<file path="config.mk">
export PLATFORM = sky130hd
export DESIGN_NAME = spmul_core
export DESIGN_NICKNAME = d
export VERILOG_FILES = /design/src/rtl/spmul_pkg.sv /design/src/rtl/spmul_unpack.sv /design/src/rtl/spmul_norm.sv /design/src/rtl/spmul_round.sv /design/src/rtl/spmul_core.sv
export SDC_FILE = /design/constraint.sdc
export NUM_CORES = 2
export LEC_CHECK = 0
export BUFFER_PORTS_ARGS = -buffer_cell sky130_fd_sc_hd__buf_4
export CAP_MARGIN = 20
export CELL_PAD_IN_SITES_DETAIL_PLACEMENT = 1
export CELL_PAD_IN_SITES_GLOBAL_PLACEMENT = 2
export CORE_UTILIZATION = 25
export CTS_CLUSTER_SIZE = 14
export DETAILED_ROUTE_END_ITERATION = 12
export PLACE_DENSITY_LB_ADDON = 0.1
export SLEW_MARGIN = 30
export SYNTH_ARGS = -nofsm -noshare
export SYNTH_HDL_FRONTEND = slang
export SYNTH_SLANG_ARGS = --single-unit
export TNS_END_PERCENT = 30
</file>
<file path="constraint.sdc">
create_clock -name clk_i -period 1.1 [get_ports clk_i]
set_input_delay 0.275 -clock clk_i [delete_from_list [all_inputs] [get_ports clk_i]]
set_output_delay 0.275 -clock clk_i [all_outputs]
set_load 0.005 [all_outputs]
</file>
<file path="src/rtl/spmul_pkg.sv">
package spmul_pkg;

  typedef enum logic [2:0] {
    CLS_ZERO,
    CLS_SUB,
    CLS_NORM,
    CLS_INF,
    CLS_NAN
  } op_cls_e;

endpackage

</file>
<file path="src/rtl/spmul_unpack.sv">
module spmul_unpack
  import spmul_pkg::*;
#(
  parameter int EXP_W = 8,
  parameter int MAN_W = 23
) (
  input  logic [EXP_W+MAN_W:0] op_i,
  output logic                 sign_o,
  output logic [EXP_W-1:0]     exp_o,
  output logic [MAN_W:0]       sig_o,
  output op_cls_e              cls_o
);
  localparam int W = EXP_W + MAN_W + 1;

  logic [EXP_W-1:0] exp_f;
  logic [MAN_W-1:0] man_f;
  logic             exp_ones, exp_zero, man_zero;

  assign sign_o   = op_i[W-1];
  assign exp_f    = op_i[W-2 -: EXP_W];
  assign man_f    = op_i[MAN_W-1:0];
  assign exp_ones = &exp_f;
  assign exp_zero = ~|exp_f;
  assign man_zero = ~|man_f;

  // subnormals: hidden 0, effective exponent 1
  assign exp_o = exp_zero ? EXP_W'(1) : exp_f;
  assign sig_o = {~exp_zero, man_f};

  always_comb begin
    if (exp_ones)      cls_o = man_zero ? CLS_INF : CLS_NAN;
    else if (exp_zero) cls_o = man_zero ? CLS_ZERO : CLS_SUB;
    else               cls_o = CLS_NORM;
  end
endmodule

</file>
<file path="src/rtl/spmul_norm.sv">
module spmul_norm #(
  parameter int EXP_W = 8,
  parameter int MAN_W = 23
) (
  input  logic [MAN_W:0]                  sig_a_i,
  input  logic [MAN_W:0]                  sig_b_i,
  input  logic [EXP_W-1:0]                exp_a_i,
  input  logic [EXP_W-1:0]                exp_b_i,
  output logic [2*(MAN_W+1)-1:0]          prod_o,
  output logic signed [EXP_W+1:0]         exp_o
);
  localparam int SIG_W  = MAN_W + 1;
  localparam int PROD_W = 2 * SIG_W;
  localparam int LZ_W   = $clog2(PROD_W);
  localparam int EW     = EXP_W + 2;
  localparam int BIAS   = (1 << (EXP_W - 1)) - 1;

  logic [PROD_W-1:0] prod;
  logic [LZ_W-1:0]   lz;

  assign prod = PROD_W'(sig_a_i) * PROD_W'(sig_b_i);

  // leading-zero count, highest set bit wins
  always_comb begin
    lz = '0;
    for (int i = 0; i < PROD_W; i++) begin
      if (prod[i]) lz = LZ_W'(PROD_W - 1 - i);
    end
  end

  assign prod_o = prod << lz;
  // leading one at top means exponent +1 relative to the 1.x position
  assign exp_o  = EW'({2'b00, exp_a_i}) + EW'({2'b00, exp_b_i})
                - EW'(BIAS) + EW'(1) - EW'(lz);
endmodule

</file>
<file path="src/rtl/spmul_round.sv">
module spmul_round #(
  parameter int EXP_W = 8,
  parameter int MAN_W = 23
) (
  input  logic                        sign_i,
  input  logic [2*(MAN_W+1)-1:0]      prod_i,
  input  logic signed [EXP_W+1:0]     exp_i,
  output logic [EXP_W+MAN_W:0]        res_o,
  output logic                        ovf_o
);
  localparam int SIG_W  = MAN_W + 1;
  localparam int PROD_W = 2 * SIG_W;
  localparam int EW     = EXP_W + 2;
  localparam int CAP    = PROD_W + 1;
  localparam int SH_W   = $clog2(CAP + 1);
  localparam logic signed [EW-1:0] ONE_S  = EW'(1);
  localparam logic signed [EW-1:0] CAP_S  = EW'(CAP);
  localparam logic signed [EW-1:0] MAXE_S = EW'((1 << EXP_W) - 2);

  logic                    sub;
  logic signed [EW-1:0]    diff;
  logic [SH_W-1:0]         sh;
  logic [2*PROD_W-1:0]     wide;
  logic [PROD_W-1:0]       shifted;
  logic                    lost;
  logic [SIG_W-1:0]        kept;
  logic                    g_bit, r_bit, s_bit, rnd;
  logic [SIG_W:0]          m_rnd;
  logic signed [EW-1:0]    exp_f;
  logic [MAN_W-1:0]        frac;

  assign sub  = exp_i < ONE_S;
  assign diff = ONE_S - exp_i;

  always_comb begin
    if (!sub)             sh = '0;
    else if (diff > CAP_S) sh = SH_W'(CAP);
    else                  sh = diff[SH_W-1:0];
  end

  // denormalizing shift keeps every dropped bit for sticky
  assign wide    = {prod_i, {PROD_W{1'b0}}} >> sh;
  assign shifted = wide[2*PROD_W-1:PROD_W];
  assign lost    = |wide[PROD_W-1:0];

  assign kept  = shifted[PROD_W-1 -: SIG_W];
  assign g_bit = shifted[PROD_W-1-SIG_W];
  assign r_bit = shifted[PROD_W-2-SIG_W];
  assign s_bit = (|shifted[PROD_W-3-SIG_W:0]) | lost;
  assign rnd   = g_bit & (r_bit | s_bit | kept[0]);
  assign m_rnd = {1'b0, kept} + (SIG_W+1)'(rnd);

  always_comb begin
    if (sub) begin
      exp_f = EW'(m_rnd[MAN_W]);
      frac  = m_rnd[MAN_W-1:0];
    end else if (m_rnd[SIG_W]) begin
      exp_f = exp_i + ONE_S;
      frac  = m_rnd[MAN_W:1];
    end else begin
      exp_f = exp_i;
      frac  = m_rnd[MAN_W-1:0];
    end
  end

  assign ovf_o = exp_f > MAXE_S;
  assign res_o = ovf_o ? {sign_i, {EXP_W{1'b1}}, {MAN_W{1'b0}}}
                       : {sign_i, exp_f[EXP_W-1:0], frac};
endmodule

</file>
<file path="src/rtl/spmul_core.sv">
module spmul_core
  import spmul_pkg::*;
#(
  parameter int EXP_W = 8,
  parameter int MAN_W = 23
) (
  input  logic                 clk_i,
  input  logic                 rst_ni,
  input  logic [EXP_W+MAN_W:0] a_i,
  input  logic [EXP_W+MAN_W:0] b_i,
  input  logic                 vld_i,
  output logic [EXP_W+MAN_W:0] res_o,
  output logic                 res_vld_o,
  output logic                 ovf_o
);
  localparam int W      = EXP_W + MAN_W + 1;
  localparam int SIG_W  = MAN_W + 1;
  localparam int PROD_W = 2 * SIG_W;
  localparam int EW     = EXP_W + 2;
  localparam logic [W-1:0] QNAN = {1'b0, {EXP_W{1'b1}}, 1'b1, {(MAN_W-1){1'b0}}};

  logic [W-1:0]       ops  [2];
  logic               sgn  [2];
  logic [EXP_W-1:0]   exps [2];
  logic [SIG_W-1:0]   sigs [2];
  op_cls_e            cls  [2];

  assign ops[0] = a_i;
  assign ops[1] = b_i;

  for (genvar g = 0; g < 2; g++) begin : g_unp
    spmul_unpack #(.EXP_W(EXP_W), .MAN_W(MAN_W)) u_unp (
      .op_i  (ops[g]),
      .sign_o(sgn[g]),
      .exp_o (exps[g]),
      .sig_o (sigs[g]),
      .cls_o (cls[g])
    );
  end

  logic [PROD_W-1:0]     prod_n;
  logic signed [EW-1:0]  exp_n;
  logic [W-1:0]          rnd_res;
  logic                  rnd_ovf;
  logic                  p_sign;

  assign p_sign = sgn[0] ^ sgn[1];

  spmul_norm #(.EXP_W(EXP_W), .MAN_W(MAN_W)) u_norm (
    .sig_a_i(sigs[0]),
    .sig_b_i(sigs[1]),
    .exp_a_i(exps[0]),
    .exp_b_i(exps[1]),
    .prod_o (prod_n),
    .exp_o  (exp_n)
  );

  spmul_round #(.EXP_W(EXP_W), .MAN_W(MAN_W)) u_rnd (
    .sign_i(p_sign),
    .prod_i(prod_n),
    .exp_i (exp_n),
    .res_o (rnd_res),
    .ovf_o (rnd_ovf)
  );

  logic any_nan, any_inf, any_zero;
  logic [W-1:0] res_d;
  logic         ovf_d;

  assign any_nan  = (cls[0] == CLS_NAN)  || (cls[1] == CLS_NAN);
  assign any_inf  = (cls[0] == CLS_INF)  || (cls[1] == CLS_INF);
  assign any_zero = (cls[0] == CLS_ZERO) || (cls[1] == CLS_ZERO);

  always_comb begin
    ovf_d = 1'b0;
    if (any_nan || (any_inf && any_zero)) res_d = QNAN;
    else if (any_inf)                     res_d = {p_sign, {EXP_W{1'b1}}, {MAN_W{1'b0}}};
    else if (any_zero)                    res_d = {p_sign, {(W-1){1'b0}}};
    else begin
      res_d = rnd_res;
      ovf_d = rnd_ovf;
    end
  end

  always_ff @(posedge clk_i or negedge rst_ni) begin
    if (!rst_ni) begin
      res_o     <= '0;
      ovf_o     <= 1'b0;
      res_vld_o <= 1'b0;
    end else begin
      res_vld_o <= vld_i;
      if (vld_i) begin
        res_o <= res_d;
        ovf_o <= ovf_d;
      end
    end
  end
endmodule

</file>
Yosys cells after proc, flatten, opt, wreduce, memory -nomap -nowiden
Index checks and enable logic that the tools add are counted.
- flip-flop bits (word level): 34
- bits of input ports: 67
- word-level logic and storage cells: 111
- $add $sub $neg: 7
- multipliers: 1
- $lt $le $gt $ge: 3
- eq/ne operators: 4
- shift operators: 2
- multiplexer cells: 71
- bitwise operators: 5
- reduce and logical (&&, ||, !) cells: 15
- operator list (cell ; count):
    6-bit two-way mux ; 50
    96-bit by 6-bit right shift with 96-bit output ; 1
    31-bit two-way mux ; 3
    24-bit by 24-bit multiplier with 48-bit output ; 1
    48-bit OR reduction ; 1
    48-bit by 6-bit << shifter with 48-bit output ; 1
    23-bit two-way mux ; 2
    23-bit OR reduction ; 2
    32-bit two-way mux ; 1
    24-bit by 1-bit adder with 25-bit output ; 1
    22-bit OR reduction ; 1
    10-bit two-way mux ; 2
    3-bit two-way mux ; 6
    8-bit two-way mux ; 2
    8-bit AND reduction ; 2
    8-bit OR reduction ; 2
    10-bit by 1-bit adder with 10-bit output, second input constant ; 1
    10-bit by 2-bit adder with 10-bit output, second input constant ; 1
    10-bit by 7-bit > comparator with 1-bit output, second input constant ; 1
    10-bit by 9-bit > comparator with 1-bit output, second input constant ; 1
    10-bit by 2-bit < comparator with 1-bit output, second input constant ; 1
    10-bit by 6-bit subtractor with 10-bit output ; 1
    10-bit by 7-bit subtractor with 10-bit output, second input constant ; 1
    2-bit by 10-bit subtractor with 10-bit output, first input constant ; 1
    10 further kinds ; 22

Depth between registers and ports, before layout
- word-level depth: 69
- mapped depth: 68

Cells and area by module
From an unflattened synthesis, not the netlist that was laid out.
- cell total of the unflattened synthesis: 3892
- area, all modules: 31898.1 um^2
- by module, submodules not included (module ; times used ; cells each ; area an instance (um^2) ; sequential area each (um^2)):
    spmul_norm ; 1 ; 2854 ; 24609.9 ; 0.0
    spmul_round ; 1 ; 827 ; 5286.3 ; 0.0
    spmul_core ; 1 ; 109 ; 1343.8 ; 850.8
    spmul_unpack ; 2 ; 51 ; 329.1 ; 0.0

Worst setup path before layout
Ideal clock, no wire load.
- path type: input to register
- from: in a_i[23]
- to: reg res_o[16]
- setup time: 0.135 ns
- arrival: 15.057 ns
- setup slack: -14.092 ns
- stages: 63
- buffers on the path: 13
- cells stage by stage: nor4_1 > nand2_1 > clkbuf_1 > and2_1 > fa_1 > inv_1 > fa_1 > fa_1 > fa_1 > fa_1 > fa_1 > fa_1 > inv_1 > ha_1 > buf_2 > and4_1 > nand3_1 > or3_1 > [... 27 more ...] > o21ai_1 > o21ai_1 > clkbuf_1 > clkbuf_1 > clkbuf_1 > clkbuf_1 > a211oi_1 > o211ai_1 > nor2_1 > o32ai_1 > ha_1 > o2111ai_4 > nor4_4 > nand4_1 > or2_1 > o211ai_2 > buf_4 > o22ai_1
- longest elaborated chain between the ends: 46
- ends and longest elaborated chain (what ; line ; text):
    start: declaration ; spmul_core.sv:9 ; input logic [EXP_W+MAN_W:0] a_i,
    8-bit OR reduction ; spmul_unpack.sv:23 ; assign exp_zero = ~|exp_f;
    24-bit by 24-bit multiplier with 48-bit output ; spmul_norm.sv:21 ; assign prod = PROD_W'(sig_a_i) * PROD_W'(sig_b_i);
    6-bit two-way mux (25 in series) ; spmul_norm.sv:27 ; if (prod[i]) lz = LZ_W'(PROD_W - 1 - i);
    10-bit by 6-bit subtractor with 10-bit output ; spmul_norm.sv:34 ; - EW'(BIAS) + EW'(1) - EW'(lz);
    2-bit by 10-bit subtractor with 10-bit output ; spmul_round.sv:33 ; assign diff = ONE_S - exp_i;
    10-bit by 7-bit > comparator with 1-bit output ; spmul_round.sv:37 ; else if (diff > CAP_S) sh = SH_W'(CAP);
    6-bit two-way mux ; spmul_round.sv:37 ;
    6-bit two-way mux ; spmul_round.sv:36 ; if (!sub) sh = '0;
    [... 6 more ...] ; n/a ;
    24-bit by 1-bit adder with 25-bit output ; spmul_round.sv:51 ; assign m_rnd = {1'b0, kept} + (SIG_W+1)'(rnd);
    10-bit two-way mux ; spmul_round.sv:57 ; end else if (m_rnd[SIG_W]) begin
    10-bit two-way mux ; spmul_round.sv:54 ; if (sub) begin
    10-bit by 9-bit > comparator with 1-bit output ; spmul_round.sv:66 ; assign ovf_o = exp_f > MAXE_S;
    31-bit two-way mux ; spmul_round.sv:67 ; assign res_o = ovf_o ? {sign_i, {EXP_W{1'b1}}, {MAN_W{1'b0}}}
    31-bit two-way mux ; spmul_core.sv:78 ; else if (any_zero) res_d = {p_sign, {(W-1){1'b0}}};
    31-bit two-way mux ; spmul_core.sv:77 ; else if (any_inf) res_d = {p_sign, {EXP_W{1'b1}}, {MAN_W{1'b0}}};
    32-bit two-way mux (*) ; spmul_core.sv:76 ; if (any_nan || (any_inf && any_zero)) res_d = QNAN;
    end signal: assignment ; spmul_core.sv:93 ; res_o <= res_d;
    end: declaration ; spmul_core.sv:12 ; output logic [EXP_W+MAN_W:0] res_o,
Every way passes the cells marked *; elsewhere a longest branch is shown, timed or not.
A chain may end at the register's enable or synchronous reset.

Worst setup path after layout
- from: in a_i[23]
- to: reg res_o[6]
The elaborated chain is that of the path after synthesis.

==> metrics <==
status finished with violations; failing checks setup timing; GP Congestion 0.926; Least-Margin Pin Slew 1.02 ns; Max Clock Freq 0.0768 GHz; port bufs 100; startpoint class of the critical path input pin; vias in the first global route 36,900; Top Ports 101; CTS tree done; synth top area cells fa_1 (30%), and2_1 (11%), ha_1 (7.8%), inv_1 (7.0%), nand2_1 (2.9%); # nets final 5,884; Syn Nets 4,777; # DRC 0; total negative setup slack -381.01 ns; Most used DFF post-synth dfrtp_1; Distinct cells, synth 125; footprint of the multi-input gates 29,700 sq um; Worst Setup End Kind flip-flop; Max clock buf depth 2; DR iter-0 viols 1,915; Post-Syn Instances 4,025; slack of the critical path -11.91 ns; cells on worst reg2reg path 4; H-tree depth 2; die width 360 um; WL final 151,000 um; Worst EP required 1.25 ns; Slew HR 31.2%; # Max-Cap Violations 0; Die Y 360 um; global-route wire length before repair 235,000 um; fin crit period 13.01 ns; Largest stage delay, worst path 0.57 ns; Worst Path Max Fanout 7; total CTS buffers 5; HP Class input pin to flip-flop; Hold Vio Cnt, Final 0; DR vias 33,900; # rows 131; root buffer cell clkbuf_16; kind of critical path input pin to flip-flop; Hold Path Cell Cnt 2; most common cell in the synthesized netlist inv_1; area leader, netlist fa_1; maximum number of pins on one net before global-route repair 63; FFs w/ async S/R, synth 100%; Synthesis Warnings 0; share of layout cells above drive strength 1 34.0%; Slew Limit Fails 0; GRT Overall Usage 23.2%; Via-to-Cell Ratio 4.98; Skew-Pair Late Insertion Delay 0.29 ns; fillers 15,100; wire per inst 22.2 um; most used cell, CP fa_1; drt first pass iters 5; RSZ-0062 raised after global routing yes; Worst Path Arrival 13.16 ns; Antenna Nets Post-Route 0; total grt overflow 0; Yosys top cell area share 30.2%; Worst Skew 0 ns; flops & latches, synth 34; Avg Cell Area, Syn 7.97 sq um; initial antenna violation count 0; Register Area 851 sq um; Area Growth Syn to Fin 42.7%; post-synthesis sequential area ratio 2.65%; most frequent cells after synthesis inv_1 (600), and2_1 (544), fa_1 (484), nand2_1 (245), nor2_1 (218); clk slew on worst S/H paths 0.06 ns; placeable core area 128,000 sq um; mapped cell area 32,100 sq um; Post-synth EDFFs 0; DP Wirelength 131,000 um; fin crit share 1180%; Die Area 130,000 sq um; Max stage delay cell, worst path fa_1; Clock Sinks 34; Final setup viols 36; Starting Density 25.2%
==> kinds of logic after synthesis <==
family / share of synthesized area, %
flops: 2.65
compound gates: 18.9
xor+xnor: 1.88
fa+ha+maj: 38.0
mux: 3.42
simple gates: 24.8
buf+inv: 10.3
==> layout make-up <==
type / count / area share [%]
multi-input combinational: 3145 / 64.9
timing repair buffer: 1341 / 23.4
inverter: 605 / 4.99
tap: 1662 / 4.54
sequential: 34 / 1.86
clock buffer: 6 / 0.303
clock inverter: 2 / 0.0273
antenna: 1 / 0.00546
==> metrics by stage <==
stage	hold slack, ns	instances	setup slack [ns]	util (%)	cell area [sq um]
after floorplan	-0.0206	4025	-12.10	-	32600
after global placement	0.258	6715	-13.06	34.0	43300
after detailed placement	0.263	6715	-13.14	34.0	43300
after CTS	0.205	6757	-12.32	34.8	44400
after global routing	0.209	6795	-12.38	35.9	45800
final	0.214	6796	-11.91	35.9	45800
==> state kept, by name, summed over array words and instances, names as in the netlist <==
name       count
ovf_o          1
res_o         32
res_vld_o      1
==> placed cells by master (no fill, tap or decap), types with 17 or more instances in the layout <==
cell      count
a211oi_1     40
a21o_1       27
a21oi_1     138
a22oi_1      19
a31oi_1      28
and2_1      536
and3_1       34
buf_12       26
buf_4      1238
buf_6        73
dfrtp_1      34
fa_1        468
ha_1        170
ha_4         28
inv_1       591
mux2_2       17
mux2i_1      70
nand2_1     229
nand3_1      75
nand4_1      41
nor2_1      204
nor3_1       81
nor3_2       17
nor4_1       27
o211ai_1     41
o21a_1       27
o21ai_0     102
o21ai_1      29
o22ai_1      57
o31ai_1      20
or2_2        21
or3_1        20
xnor2_1      40
xor2_1       21
==> worst max-delay path: cells and delay by family <==
kind,cells,cell delay (ns)
adders and majority gates,13,4.80
and+or+nand+nor,16,3.14
AOI/OAI and AO/OA,15,2.87
buffers and inverters,13,1.35
muxes,2,0.72
==> routing by layer <==
metal / share of wire (%) / track usage [%] / up-vias
met3: 2.4 / 0.634 / 73
met4: 1.1 / 2.37 / 0
met2: 46 / 38.5 / 484
met5: 0 / 0 / -
met1: 50 / 34.3 / 17500
li1: - / - / 15800
==> worst paths after layout <==
check	from	to	slack, ns
worst max-delay path	a_i[23]	res_o[6]$_DFFE_PN0P_	-11.91
worst min-delay path	vld_i	res_vld_o$_DFF_PN0_	0.21
worst max register to register	res_o[22]$_DFFE_PN0P_	res_o[22]$_DFFE_PN0P_	-0.35
worst min register to register	res_o[31]$_DFFE_PN0P_	res_o[31]$_DFFE_PN0P_	0.54
max in group asynchronous	rst_ni	res_o[7]$_DFFE_PN0P_	0.29
min in group asynchronous	rst_ni	res_o[31]$_DFFE_PN0P_	0.48
==> timing repair <==
item | 4_1_cts | 5_1_grt
setup endpoints to repair | 48 | 66
hold buffers | 1 | 0
gates cloned | 1 | 1
pin swaps | 62 | 109
hold endpoints to repair | 34 | 0
gates resized for setup | 136 | 221
setup buffers | 32 | 37
Power is not shown: default switching activity piles up to over one toggle a cycle in this logic, so the estimate is an artifact.
